## config.mk

```make
export PLATFORM = sky130hd
export DESIGN_NAME = hld_unit
export DESIGN_NICKNAME = d
export VERILOG_FILES = /design/src/rtl/hld_pkg.sv /design/src/rtl/hld_decode.sv /design/src/rtl/hld_cond.sv /design/src/rtl/hld_agen.sv /design/src/rtl/hld_unit.sv
export SDC_FILE = /design/constraint.sdc
export NUM_CORES = 1
export LEC_CHECK = 0
export BUFFER_PORTS_ARGS = -buffer_cell sky130_fd_sc_hd__buf_2
export CAP_MARGIN = 20
export CORE_AREA = 2 2 172 106
export DETAILED_ROUTE_END_ITERATION = 12
export DIE_AREA = 0 0 174 108
export PLACE_DENSITY = 0.86
export SYNTH_ARGS = -nofsm -noshare
export SYNTH_HDL_FRONTEND = slang
export SYNTH_HIERARCHICAL = 1
export SYNTH_SLANG_ARGS = --single-unit
```

## constraint.sdc

```tcl
create_clock -name clk -period 8.4 [get_ports clk]
set_clock_uncertainty 0.2 [all_clocks]
set_input_delay 1.26 -clock clk [delete_from_list [all_inputs] [get_ports clk]]
set_output_delay 1.26 -clock clk [all_outputs]
set_load 0.03 [all_outputs]
```

## src/rtl/hld_pkg.sv

```systemverilog
package hld_pkg;
  localparam int XLEN_D   = 32;
  localparam int HALF_W_D = 16;
  localparam int RA_W_D   = 4;
  localparam int IMM_W    = 12;

  typedef enum logic [2:0] {
    ST_IDLE, ST_EXEC, ST_REQ, ST_WAIT, ST_WB, ST_RT
  } st_e;

  typedef struct packed {
    logic             legal;
    logic [3:0]       cond;
    logic             use_rm;
    logic             use_pc;
    logic [3:0]       rn;
    logic [3:0]       rm;
    logic [3:0]       rt;
    logic [IMM_W-1:0] imm;
    logic             add;
    logic             index;
    logic             wback;
  } dec_t;
endpackage

```

## src/rtl/hld_decode.sv

```systemverilog
module hld_decode
  import hld_pkg::*;
(
  input  logic        is_compact,
  input  logic [31:0] iw,
  output dec_t        d
);
  logic [15:0] h;
  logic        pair32;
  logic        fx_ok;

  always_comb begin
    h      = iw[31:16];
    pair32 = (iw[31:29] == 3'b111) && (iw[28:27] != 2'b00);
    fx_ok  = 1'b0;
    d      = '0;
    d.cond = 4'hE;
    if (!is_compact) begin
      d.cond  = iw[31:28];
      d.rn    = iw[19:16];
      d.rt    = iw[15:12];
      d.index = iw[24];
      d.add   = iw[23];
      d.wback = !iw[24] || iw[21];
      fx_ok   = (iw[27:25] == 3'b000) && iw[20] && (iw[7:4] == 4'b1011) &&
                (iw[31:28] != 4'hF) && !(!iw[24] && iw[21]);
      if (iw[22]) begin
        d.imm = {4'h0, iw[11:8], iw[3:0]};
        if (iw[19:16] == 4'hF) begin
          d.use_pc = 1'b1;
          d.wback  = 1'b0;
          d.legal  = fx_ok && iw[24] && !iw[21];
        end else begin
          d.legal  = fx_ok;
        end
      end else begin
        d.use_rm = 1'b1;
        d.rm     = iw[3:0];
        d.legal  = fx_ok && (iw[11:8] == 4'h0) && (iw[19:16] != 4'hF);
      end
    end else if (pair32) begin
      d.rn = iw[19:16];
      d.rt = iw[15:12];
      if ((iw[31:24] == 8'hF8) && (iw[22:20] == 3'b011) && (iw[19:16] == 4'hF)) begin
        d.use_pc = 1'b1;
        d.add    = iw[23];
        d.index  = 1'b1;
        d.imm    = iw[11:0];
        d.legal  = 1'b1;
      end else if (iw[31:20] == 12'hF8B) begin
        d.add    = 1'b1;
        d.index  = 1'b1;
        d.imm    = iw[11:0];
        d.legal  = 1'b1;
      end else if ((iw[31:20] == 12'hF83) && iw[11]) begin
        d.imm    = {4'h0, iw[7:0]};
        d.index  = iw[10];
        d.add    = iw[9];
        d.wback  = iw[8];
        d.legal  = iw[8] || (iw[10:8] == 3'b100);
      end
    end else begin
      d.rt    = {1'b0, h[2:0]};
      d.rn    = {1'b0, h[5:3]};
      d.index = 1'b1;
      d.add   = 1'b1;
      if (h[15:11] == 5'b10001) begin
        d.imm   = {6'h0, h[10:6], 1'b0};
        d.legal = 1'b1;
      end else if (h[15:9] == 7'b0101101) begin
        d.use_rm = 1'b1;
        d.rm     = {1'b0, h[8:6]};
        d.legal  = 1'b1;
      end
    end
  end
endmodule

```

## src/rtl/hld_cond.sv

```systemverilog
module hld_cond (
  input  logic [3:0] cond,
  input  logic [3:0] nzcv,
  output logic       pass
);
  logic n, z, c, v;

  always_comb begin
    {n, z, c, v} = nzcv;
    unique case (cond)
      4'h0:    pass = z;
      4'h1:    pass = !z;
      4'h2:    pass = c;
      4'h3:    pass = !c;
      4'h4:    pass = n;
      4'h5:    pass = !n;
      4'h6:    pass = v;
      4'h7:    pass = !v;
      4'h8:    pass = c && !z;
      4'h9:    pass = !c || z;
      4'hA:    pass = (n == v);
      4'hB:    pass = (n != v);
      4'hC:    pass = !z && (n == v);
      4'hD:    pass = z || (n != v);
      default: pass = 1'b1;
    endcase
  end
endmodule

```

## src/rtl/hld_agen.sv

```systemverilog
module hld_agen #(
  parameter int XLEN  = 32,
  parameter int IMM_W = 12
) (
  input  logic             use_pc,
  input  logic             use_rm,
  input  logic             add,
  input  logic             index,
  input  logic [IMM_W-1:0] imm,
  input  logic [XLEN-1:0]  pc,
  input  logic [XLEN-1:0]  base_data,
  input  logic [XLEN-1:0]  idx_data,
  output logic [XLEN-1:0]  acc_addr,
  output logic [XLEN-1:0]  off_addr
);
  localparam logic [XLEN-1:0] WORD_MASK = ~XLEN'(3);

  logic [XLEN-1:0] base;
  logic [XLEN-1:0] offs;

  always_comb begin
    base     = use_pc ? (pc & WORD_MASK) : base_data;
    offs     = use_rm ? idx_data : XLEN'(imm);
    off_addr = add ? (base + offs) : (base - offs);
    acc_addr = index ? off_addr : base;
  end
endmodule

```

## src/rtl/hld_unit.sv

```systemverilog
module hld_unit
  import hld_pkg::*;
#(
  parameter int XLEN   = XLEN_D,
  parameter int HALF_W = HALF_W_D,
  parameter int RA_W   = RA_W_D
) (
  input  logic              clk,
  input  logic              rst_n,
  input  logic              instr_valid,
  output logic              instr_ready,
  input  logic              instr_compact,
  input  logic [31:0]       instr_word,
  input  logic [XLEN-1:0]   instr_pc,
  input  logic [3:0]        instr_nzcv,
  output logic [RA_W-1:0]   rf_rd_base_addr,
  input  logic [XLEN-1:0]   rf_rd_base_data,
  output logic [RA_W-1:0]   rf_rd_idx_addr,
  input  logic [XLEN-1:0]   rf_rd_idx_data,
  output logic              mem_req_valid,
  input  logic              mem_req_ready,
  output logic [XLEN-1:0]   mem_req_addr,
  input  logic              mem_rsp_valid,
  input  logic [HALF_W-1:0] mem_rsp_data,
  output logic              rf_we,
  output logic [RA_W-1:0]   rf_waddr,
  output logic [XLEN-1:0]   rf_wdata,
  output logic              done,
  output logic              done_fault,
  output logic              done_undef
);
  logic [1:0]        rsync_q;
  logic              rst_sync_n;
  st_e               st_q, st_d;
  logic [31:0]       iw_q;
  logic              cmp_q;
  logic [XLEN-1:0]   pc_q;
  logic [3:0]        nzcv_q;
  logic [XLEN-1:0]   addr_q, wbv_q;
  logic [3:0]        rn_q, rt_q;
  logic              wb_q;
  logic [HALF_W-1:0] data_q;

  dec_t              dec;
  logic              cond_ok;
  logic [XLEN-1:0]   acc_addr, off_addr;
  logic              accept, exec_go, exec_stop, rsp_take;

  hld_decode u_dec (
    .is_compact (cmp_q),
    .iw         (iw_q),
    .d          (dec)
  );

  hld_cond u_cond (
    .cond (dec.cond),
    .nzcv (nzcv_q),
    .pass (cond_ok)
  );

  hld_agen #(.XLEN(XLEN), .IMM_W(IMM_W)) u_agen (
    .use_pc    (dec.use_pc),
    .use_rm    (dec.use_rm),
    .add       (dec.add),
    .index     (dec.index),
    .imm       (dec.imm),
    .pc        (pc_q),
    .base_data (rf_rd_base_data),
    .idx_data  (rf_rd_idx_data),
    .acc_addr  (acc_addr),
    .off_addr  (off_addr)
  );

  // reset: asynchronous assertion, synchronised release
  always_ff @(posedge clk or negedge rst_n) begin
    if (!rst_n) rsync_q <= 2'b00;
    else        rsync_q <= {rsync_q[0], 1'b1};
  end
  assign rst_sync_n = rsync_q[1];

  // enables
  always_comb begin
    accept    = (st_q == ST_IDLE) && instr_valid;
    exec_go   = (st_q == ST_EXEC) && dec.legal && cond_ok && !acc_addr[0];
    exec_stop = (st_q == ST_EXEC) && !exec_go;
    rsp_take  = (st_q == ST_WAIT) && mem_rsp_valid;
  end

  // next state
  always_comb begin
    st_d = st_q;
    unique case (st_q)
      ST_IDLE: if (accept)        st_d = ST_EXEC;
      ST_EXEC: st_d = exec_go ? ST_REQ : ST_IDLE;
      ST_REQ:  if (mem_req_ready) st_d = ST_WAIT;
      ST_WAIT: if (rsp_take)      st_d = wb_q ? ST_WB : ST_RT;
      ST_WB:   st_d = ST_RT;
      ST_RT:   st_d = ST_IDLE;
      default: st_d = ST_IDLE;
    endcase
  end

  always_ff @(posedge clk or negedge rst_sync_n) begin
    if (!rst_sync_n) st_q <= ST_IDLE;
    else             st_q <= st_d;
  end

  // datapath registers, written under explicit enables
  always_ff @(posedge clk) begin
    if (accept) begin
      iw_q   <= instr_word;
      cmp_q  <= instr_compact;
      pc_q   <= instr_pc;
      nzcv_q <= instr_nzcv;
    end
    if (exec_go) begin
      addr_q <= acc_addr;
      wbv_q  <= off_addr;
      rn_q   <= dec.rn;
      rt_q   <= dec.rt;
      wb_q   <= dec.wback;
    end
    if (rsp_take) begin
      data_q <= mem_rsp_data;
    end
  end

  // outputs
  always_comb begin
    instr_ready     = (st_q == ST_IDLE);
    rf_rd_base_addr = RA_W'(dec.rn);
    rf_rd_idx_addr  = RA_W'(dec.rm);
    mem_req_valid   = (st_q == ST_REQ);
    mem_req_addr    = addr_q;
    rf_we           = (st_q == ST_WB) || (st_q == ST_RT);
    rf_waddr        = (st_q == ST_WB) ? RA_W'(rn_q) : RA_W'(rt_q);
    rf_wdata        = (st_q == ST_WB) ? wbv_q : XLEN'(data_q);
    done            = exec_stop || (st_q == ST_RT);
    done_undef      = exec_stop && !dec.legal;
    done_fault      = exec_stop && dec.legal && cond_ok;
  end
endmodule

```

==> reports/qor.yml, run 1 <==
worst_setup_path:
  path_class: "register to register"
  worstSetupEndpointType: "register"
  cp.required_ns: 8.36
  crit_path_start: "cmp_q"
  startpoint_type: "register"
  r2r_start: "cmp_q"
  crit_chain: "nand3b_1 > nor4_1 > or2_2 > mux2i_1 > ha_1 > o21ai_0 > nor3_1 > and2_1 > nor2_1 > nor2_1 > a221oi_1 > ha_1 > nand2_1 > nor2_1 > o21ai_0 > or3b_2 > a31oi_1 > o21bai_1 > xnor2_1 > mux2_2"
  critPathMaxFanout: 27
  slowest_stage: "edfxtp_1"
  crit_arrival_ns: 6.90
  crit_path_max_incr_delay_ns: 0.63
  cp_common_cell: "nor2_1"
clocking:
  cts_made_buffers: 17
  cts_sinks: 161
  cts-root-buf: "clkbuf_16"
  cts-resized-gates: 0
  clk_pin_slew_ns: 0.07
  clk_latency_ns: 0.42
  cts_tree: "yes"
  cts_buffer_depth: 2
  htreeDepth: 4
global_routing:
  antenna_found_initial: 8
  grt_use_total: 0.278
  grt_max_degree: 74
  grt_pass1_wl_mm: 39.8
  grt_pass1_vias: 7417
  overflow: 0
die:
  dieArea_um2: 18800
  ios: 236
  dieWidth_um: 174
  die_h_um: 108
  row_count: 37
  start_util: 0.583
  coreArea_um2: 17000
timing:
  finalCritPeriodShare: 0.826
  fin_hold_ws_ns: 0.148
  setup_violations: 0
  tns_ns: 0
  final_hold_viol_count: 0
  slew_violations: 0
  slew_headroom: 0.353
  fin_crit_ns: 6.94
  rsz0062_at_grt: "no"
  worst_pin_slew_ns: 0.971
  clock.fmax_mhz: 144
detailed_routing:
  drt-total-wl_mm: 26.2
  drt-vias-per-instance: 5.92
  drtIter0Drc: 871
  vias: 7926
  wl_met2_mm: 11.2
  drtAntennaViolNets: 0
  drcViolationCount: 0
  drt-pass1-iter-count: 6
  m1WireLength_mm: 11.9
  met3_length_mm: 2.98
  drt-wirelength-per-cell_um: 19.6
  top_layer: "met5"
worst_hold_path:
  min_path_type: "register to register"
  min_from: "rsync_q[0]"
finish:
  area_delta_synth_final_pct: 19.6
  drive_above_1_share: 0.357
  nNetsFinal: 1278
yosys:
  syn-instance-count: 857
  syn_area_per_cell_um2: 11.6
  syn-cell-area_um2: 9940
  syn_nets: 1051
  yosys_warnings: 6
status:
  status: "completed"
pwr:
  p_leak_nw: 4.89
  ir_drop_v: 0.000137
  p_per_area_nw_per_um2: 211
flow_run:
  max_cap_viol_count: 0
place:
  io_buffer_count: 233
  place_congestion: 0.991
  dp_hpwl_mm: 20.0
-- timing repair --
action / in CTS / in global routing
hold endpoints to repair: 3 / 0
buffers inserted: 0 / 0
hold buffers: 1 / 0
-- layout make-up --
type	count	area [µm²]
fillers	1301	5150
multi-input cells	644	4880
flip-flops and latches	161	4810
repair buffers	243	1240
clock buffers	19	433
well taps	234	293
clock inverters	13	149
inverters	17	63.8
diodes	7	17.5
-- worst max-delay path: cells and delay by family (launching register included) --
family	cells	cell delay [ns]
adders and majority gates	2	0.57
DFF	1	0.63
xor gates and xnor gates	1	0.17
muxes	2	0.48
AOI/OAI and AO/OA	5	1.58
and+or+nand+nor	10	3.04
-- final timing paths --
path	slack, ns	endpoint	cells after the start
worst max-delay path	1.46	mem_req_addr[25]	20
worst min-delay path	0.15	rsync_q[1]	0
worst max register to register	1.46	mem_req_addr[25]	20
worst min register to register	0.15	rsync_q[1]	0
max in group asynchronous	7.43	st_q[2]	1
min in group asynchronous	0.41	st_q[0]	1
-- stage by stage --
step | area [µm²] | instances | utilization | setup slack, ns | total power [W]
2_1_floorplan | 9940 | 857 | - | 1.59 | 0.00154
3_5_place_dp | 11300 | 1298 | 0.662 | 1.69 | 0.00174
5_1_grt | 11900 | 1333 | 0.697 | 0.955 | 0.00263
4_1_cts | 11900 | 1331 | 0.697 | 1.65 | 0.00251
6_report | 11900 | 1338 | 0.698 | 1.46 | 0.00251
3_3_place_gp | 11300 | 1298 | 0.662 | 1.91 | 0.00171
-- power breakdown --
| part | switching, W | leakage [nW] | internal (W) |
|---|---|---|---|
| sequential | 0.0000250 | 1.50 | 0.000969 |
| combinational | 0.000432 | 3.11 | 0.000315 |
| clock | 0.000350 | 0.281 | 0.000422 |
-- layer usage --
layer | global-route usage | up-vias
li1 | - | 3739
met1 | 0.406 | 3733
met2 | 0.413 | 430
met3 | 0.0837 | 20
met4 | 0.0546 | 4
met5 | 0 | -
-- cells in the final DEF, fill, tap and decap left out, types with 6 or more instances in the layout --
| master | n |
|---|---|
| a21o_1 | 26 |
| a21oi_1 | 53 |
| a22o_1 | 10 |
| a31oi_1 | 14 |
| and2_1 | 26 |
| and3_1 | 8 |
| buf_2 | 233 |
| buf_4 | 9 |
| clkbuf_16 | 17 |
| diode_2 | 7 |
| edfxtp_1 | 156 |
| ha_1 | 39 |
| inv_1 | 17 |
| mux2_2 | 72 |
| mux2_4 | 14 |
| mux2i_1 | 11 |
| nand2_1 | 42 |
| nand2b_1 | 7 |
| nand3_1 | 6 |
| nand4_1 | 9 |
| nor2_1 | 66 |
| nor2b_1 | 10 |
| nor3_1 | 25 |
| nor3b_1 | 9 |
| o21ai_0 | 30 |
| o21bai_1 | 11 |
| o22ai_1 | 7 |
| or2_2 | 8 |
| xnor2_1 | 38 |
| xor2_1 | 11 |
-- flip-flops by register name, summed over array words and instances (netlist names) --
name / count
rt_q: 4
wbv_q: 32
st_q: 3
pc_q: 30
mem_req_addr: 32
data_q: 16
nzcv_q: 4
rn_q: 4
cmp_q: 1
wb_q: 1
iw_q: 32
rsync_q: 2
No activity file was read; power rests on OpenSTA's default activity.
==> run 2: changes to the inputs <==
--- a/config.mk
+++ b/config.mk
@@ -7,10 +7,10 @@
 export LEC_CHECK = 0
 export BUFFER_PORTS_ARGS = -buffer_cell sky130_fd_sc_hd__buf_2
 export CAP_MARGIN = 20
-export CORE_AREA = 2 2 172 106
+export CORE_AREA = 2 2 178 110
 export DETAILED_ROUTE_END_ITERATION = 12
-export DIE_AREA = 0 0 174 108
-export PLACE_DENSITY = 0.86
+export DIE_AREA = 0 0 180 112
+export PLACE_DENSITY = 0.8
 export SYNTH_ARGS = -nofsm -noshare
 export SYNTH_HDL_FRONTEND = slang
 export SYNTH_HIERARCHICAL = 1
==> constraint.sdc (replaced) <==
create_clock -name clk -period 7.3 [get_ports clk]
set_clock_uncertainty 0.2 [all_clocks]
set_input_delay 1.095 -clock clk [delete_from_list [all_inputs] [get_ports clk]]
set_output_delay 1.095 -clock clk [all_outputs]
set_load 0.03 [all_outputs]
==> reports/qor.yml, run 2 (same netlist as run 1, synthesis figures left out) <==
pwr:
  share_seq_of_total_power: 0.406  # +0.010
  power.switching_w: 0.000880  # +9.1%
  switching_share: 0.312  # -0.00936
  clock_power_share: 0.292  # -0.015
  p_comb_frac: 0.302  # +0.005
  cell_internal_pwr_w: 0.00194  # +14%
  p_leak_nw: 4.89  # about the same
  ir_drop_v: 0.000205  # +50%
  p_per_area_nw_per_um2: 238  # +13%
detailed_routing:
  drtAntennaViolNets: 0  # unchanged
  drtIter0Drc: 866  # -0.57%
  drt-pass1-iter-count: 5  # -1
  drcViolationCount: 0  # unchanged
  drt-vias-per-instance: 5.78  # -2.4%
  drt-wirelength-per-cell_um: 19.2  # -2.0%
  vias: 7781  # -1.8%
  drt-total-wl_mm: 25.9  # -1.4%
clocking:
  htreeDepth: 4  # unchanged
  clk_pin_slew_ns: 0.06  # about the same
  cts_setup_buffers: 0  # unchanged
  cts_made_buffers: 17  # unchanged
  cts_tree: "yes"
  cts-resized-gates: 0  # unchanged
  cts-root-buf: "clkbuf_16"
  cts_sinks: 161  # unchanged
  cts_buffer_depth: 2  # unchanged
  clk_latency_ns: 0.43  # about the same
global_routing:
  grt_use_met3: 0.0798  # -0.00387
  grt_pass1_vias: 7274  # -1.9%
  use_met1: 0.383  # -0.0234
  overflow: 0  # unchanged
  busiest_layer: "met1"
  met2_usage: 0.353  # -0.0605
  grt_max_degree: 67  # -9.5%
  grt_pass1_wl_mm: 39.5  # -0.88%
  grt_use_total: 0.256  # -0.0220
  antenna_found_initial: 4  # -4
worst_hold_path:
  min_path_type: "register to register"
timing:
  setup_violations: 0  # unchanged
  final_hold_viol_count: 0  # unchanged
  clock.fmax_mhz: 150  # +4.4%
  slew_violations: 0  # unchanged
  worst_pin_slew_ns: 0.902  # -0.0688 ns
  tns_ns: 0  # unchanged
  rsz0062_at_grt: "no"
  finalCritPeriodShare: 0.911  # +0.0847
  fin_crit_ns: 6.65  # -0.290 ns
  slew_headroom: 0.398  # +0.0459
  setup_ws_ns: 0.651  # -0.810 ns
worst_setup_path:
  startpoint_type: "register"
  crit_arrival_ns: 6.63  # -0.27 ns
  critPathMaxFanout: 20  # -26%
  path_class: "register to register"
  cp.required_ns: 7.29  # -1.07 ns
  worstSetupEndpointType: "register"
die:
  dieWidth_um: 180  # +3.4%
  die_h_um: 112  # +3.7%
  row_count: 39  # +5.4%
  ios: 236  # unchanged
  dieArea_um2: 20200  # +7.3%
  start_util: 0.535  # -0.0488
  coreArea_um2: 18600  # +9.1%
finish:
  nNetsFinal: 1279  # +0.078%
  area_delta_synth_final_pct: 19.4
  final_util: 0.638  # -0.0597
  fill_cells: 1458  # +12%
  layout_commonest_cell: "buf_2"
  drive_above_1_share: 0.359  # +0.00150
  most-common-layout-cells: "buf_2 (233), edfxtp_1 (156), mux2_2 (72)"
place:
  dp_hpwl_mm: 19.8  # -0.61%
  io_buffer_count: 233  # unchanged
  preCtsSetupSlack_ns: 0.842  # -0.846 ns
  place_congestion: 0.926  # -6.5%
flow_run:
  max_cap_viol_count: 0  # unchanged
status:
  status: "completed"
-- run 2: cell count changes in the layout (fill, tap and decap cells not counted), sizes merged --
| cell | previous run | this run |
|---|---|---|
| clkinv | 5 | 14 |
| inv | 23 | 17 |
| diode | 7 | 2 |
| clkbuf | 19 | 17 |
| buf | 242 | 243 |
| clkinvlp | 1 | 0 |
-- run 2: power groups by stage --
stage / Sequential (W) / Clock, W / Combinational (W)
2_1_floorplan: 0.00115 / 0 / 0.000623
3_3_place_gp: 0.00116 / 0 / 0.000813
3_5_place_dp: 0.00116 / 0 / 0.000833
4_1_cts: 0.00114 / 0.000845 / 0.000841
5_1_grt: 0.00115 / 0.000878 / 0.000931
6_report: 0.00114 / 0.000824 / 0.000854
-- run 2: what timing repair did --
action / 4_1_cts / 5_1_grt
hold buffers: 1 / 0
setup endpoints to repair: 0 / 0
endpoints found under the hold margin: 3 / 0
-- run 2: worst paths after layout --
check | from | to | slack, ns | cells after the start
max in group asynchronous | rsync_q[1] | st_q[0] | 6.36 | 1
setup reg to reg | cmp_q | mem_req_addr[30] | 0.65 | 20
min in group asynchronous | rst_n | rsync_q[1] | 0.24 | 1
hold reg to reg | rsync_q[0] | rsync_q[1] | 0.15 | 0
setup / recovery | cmp_q | mem_req_addr[30] | 0.65 | 20
hold / removal | rsync_q[0] | rsync_q[1] | 0.15 | 0
-- run 2: stage by stage --
stage                     instances  hold WS, ns  total power [W]  instance area (µm²)
final                          1346        0.147          0.00282                11900
after global routing           1344        0.147          0.00296                11900
after CTS                      1344        0.145          0.00283                11900
after detailed placement       1311       -0.147          0.00200                11300
after global placement         1311       -0.148          0.00198                11300
after floorplan                 857       -0.173          0.00178                 9940
-- run 2: cell type report --
cell class | count | area [µm²] | share of cell area
Clock buffer | 17 | 425 | 0.0359
Timing Repair Buffer | 244 | 1250 | 0.105
Inverter | 17 | 63.8 | 0.00538
Multi-Input combinational cell | 644 | 4880 | 0.411
Clock inverter | 15 | 121 | 0.0102
Antenna cell | 2 | 5.00 | 0.000422
Tap cell | 246 | 308 | 0.0259
Sequential cell | 161 | 4810 | 0.405
-- run 2: routing by layer --
layer  up-vias  routed length [µm]
met5         -                  13
met4         2                 453
met2       359               10500
li1       3728                   -
met1      3664               12400
met3        28                2610
-- run 2: critical path: stages (launching register included) --
cell	delay [ns]
edfxtp_1	0.62
nand3b_1	0.19
nor4_1	0.50
or2_2	0.39
buf_4	0.30
nor3b_1	0.22
o22ai_1	0.21
nor3_1	0.29
and2_1	0.35
nor2_1	0.20
nor2_1	0.45
a221oi_1	0.16
ha_1	0.37
o21ai_0	0.23
o21ai_0	0.14
a211oi_1	0.34
o21ai_0	0.20
o2111ai_1	0.46
o21a_1	0.20
xnor2_1	0.09
mux2_2	0.27
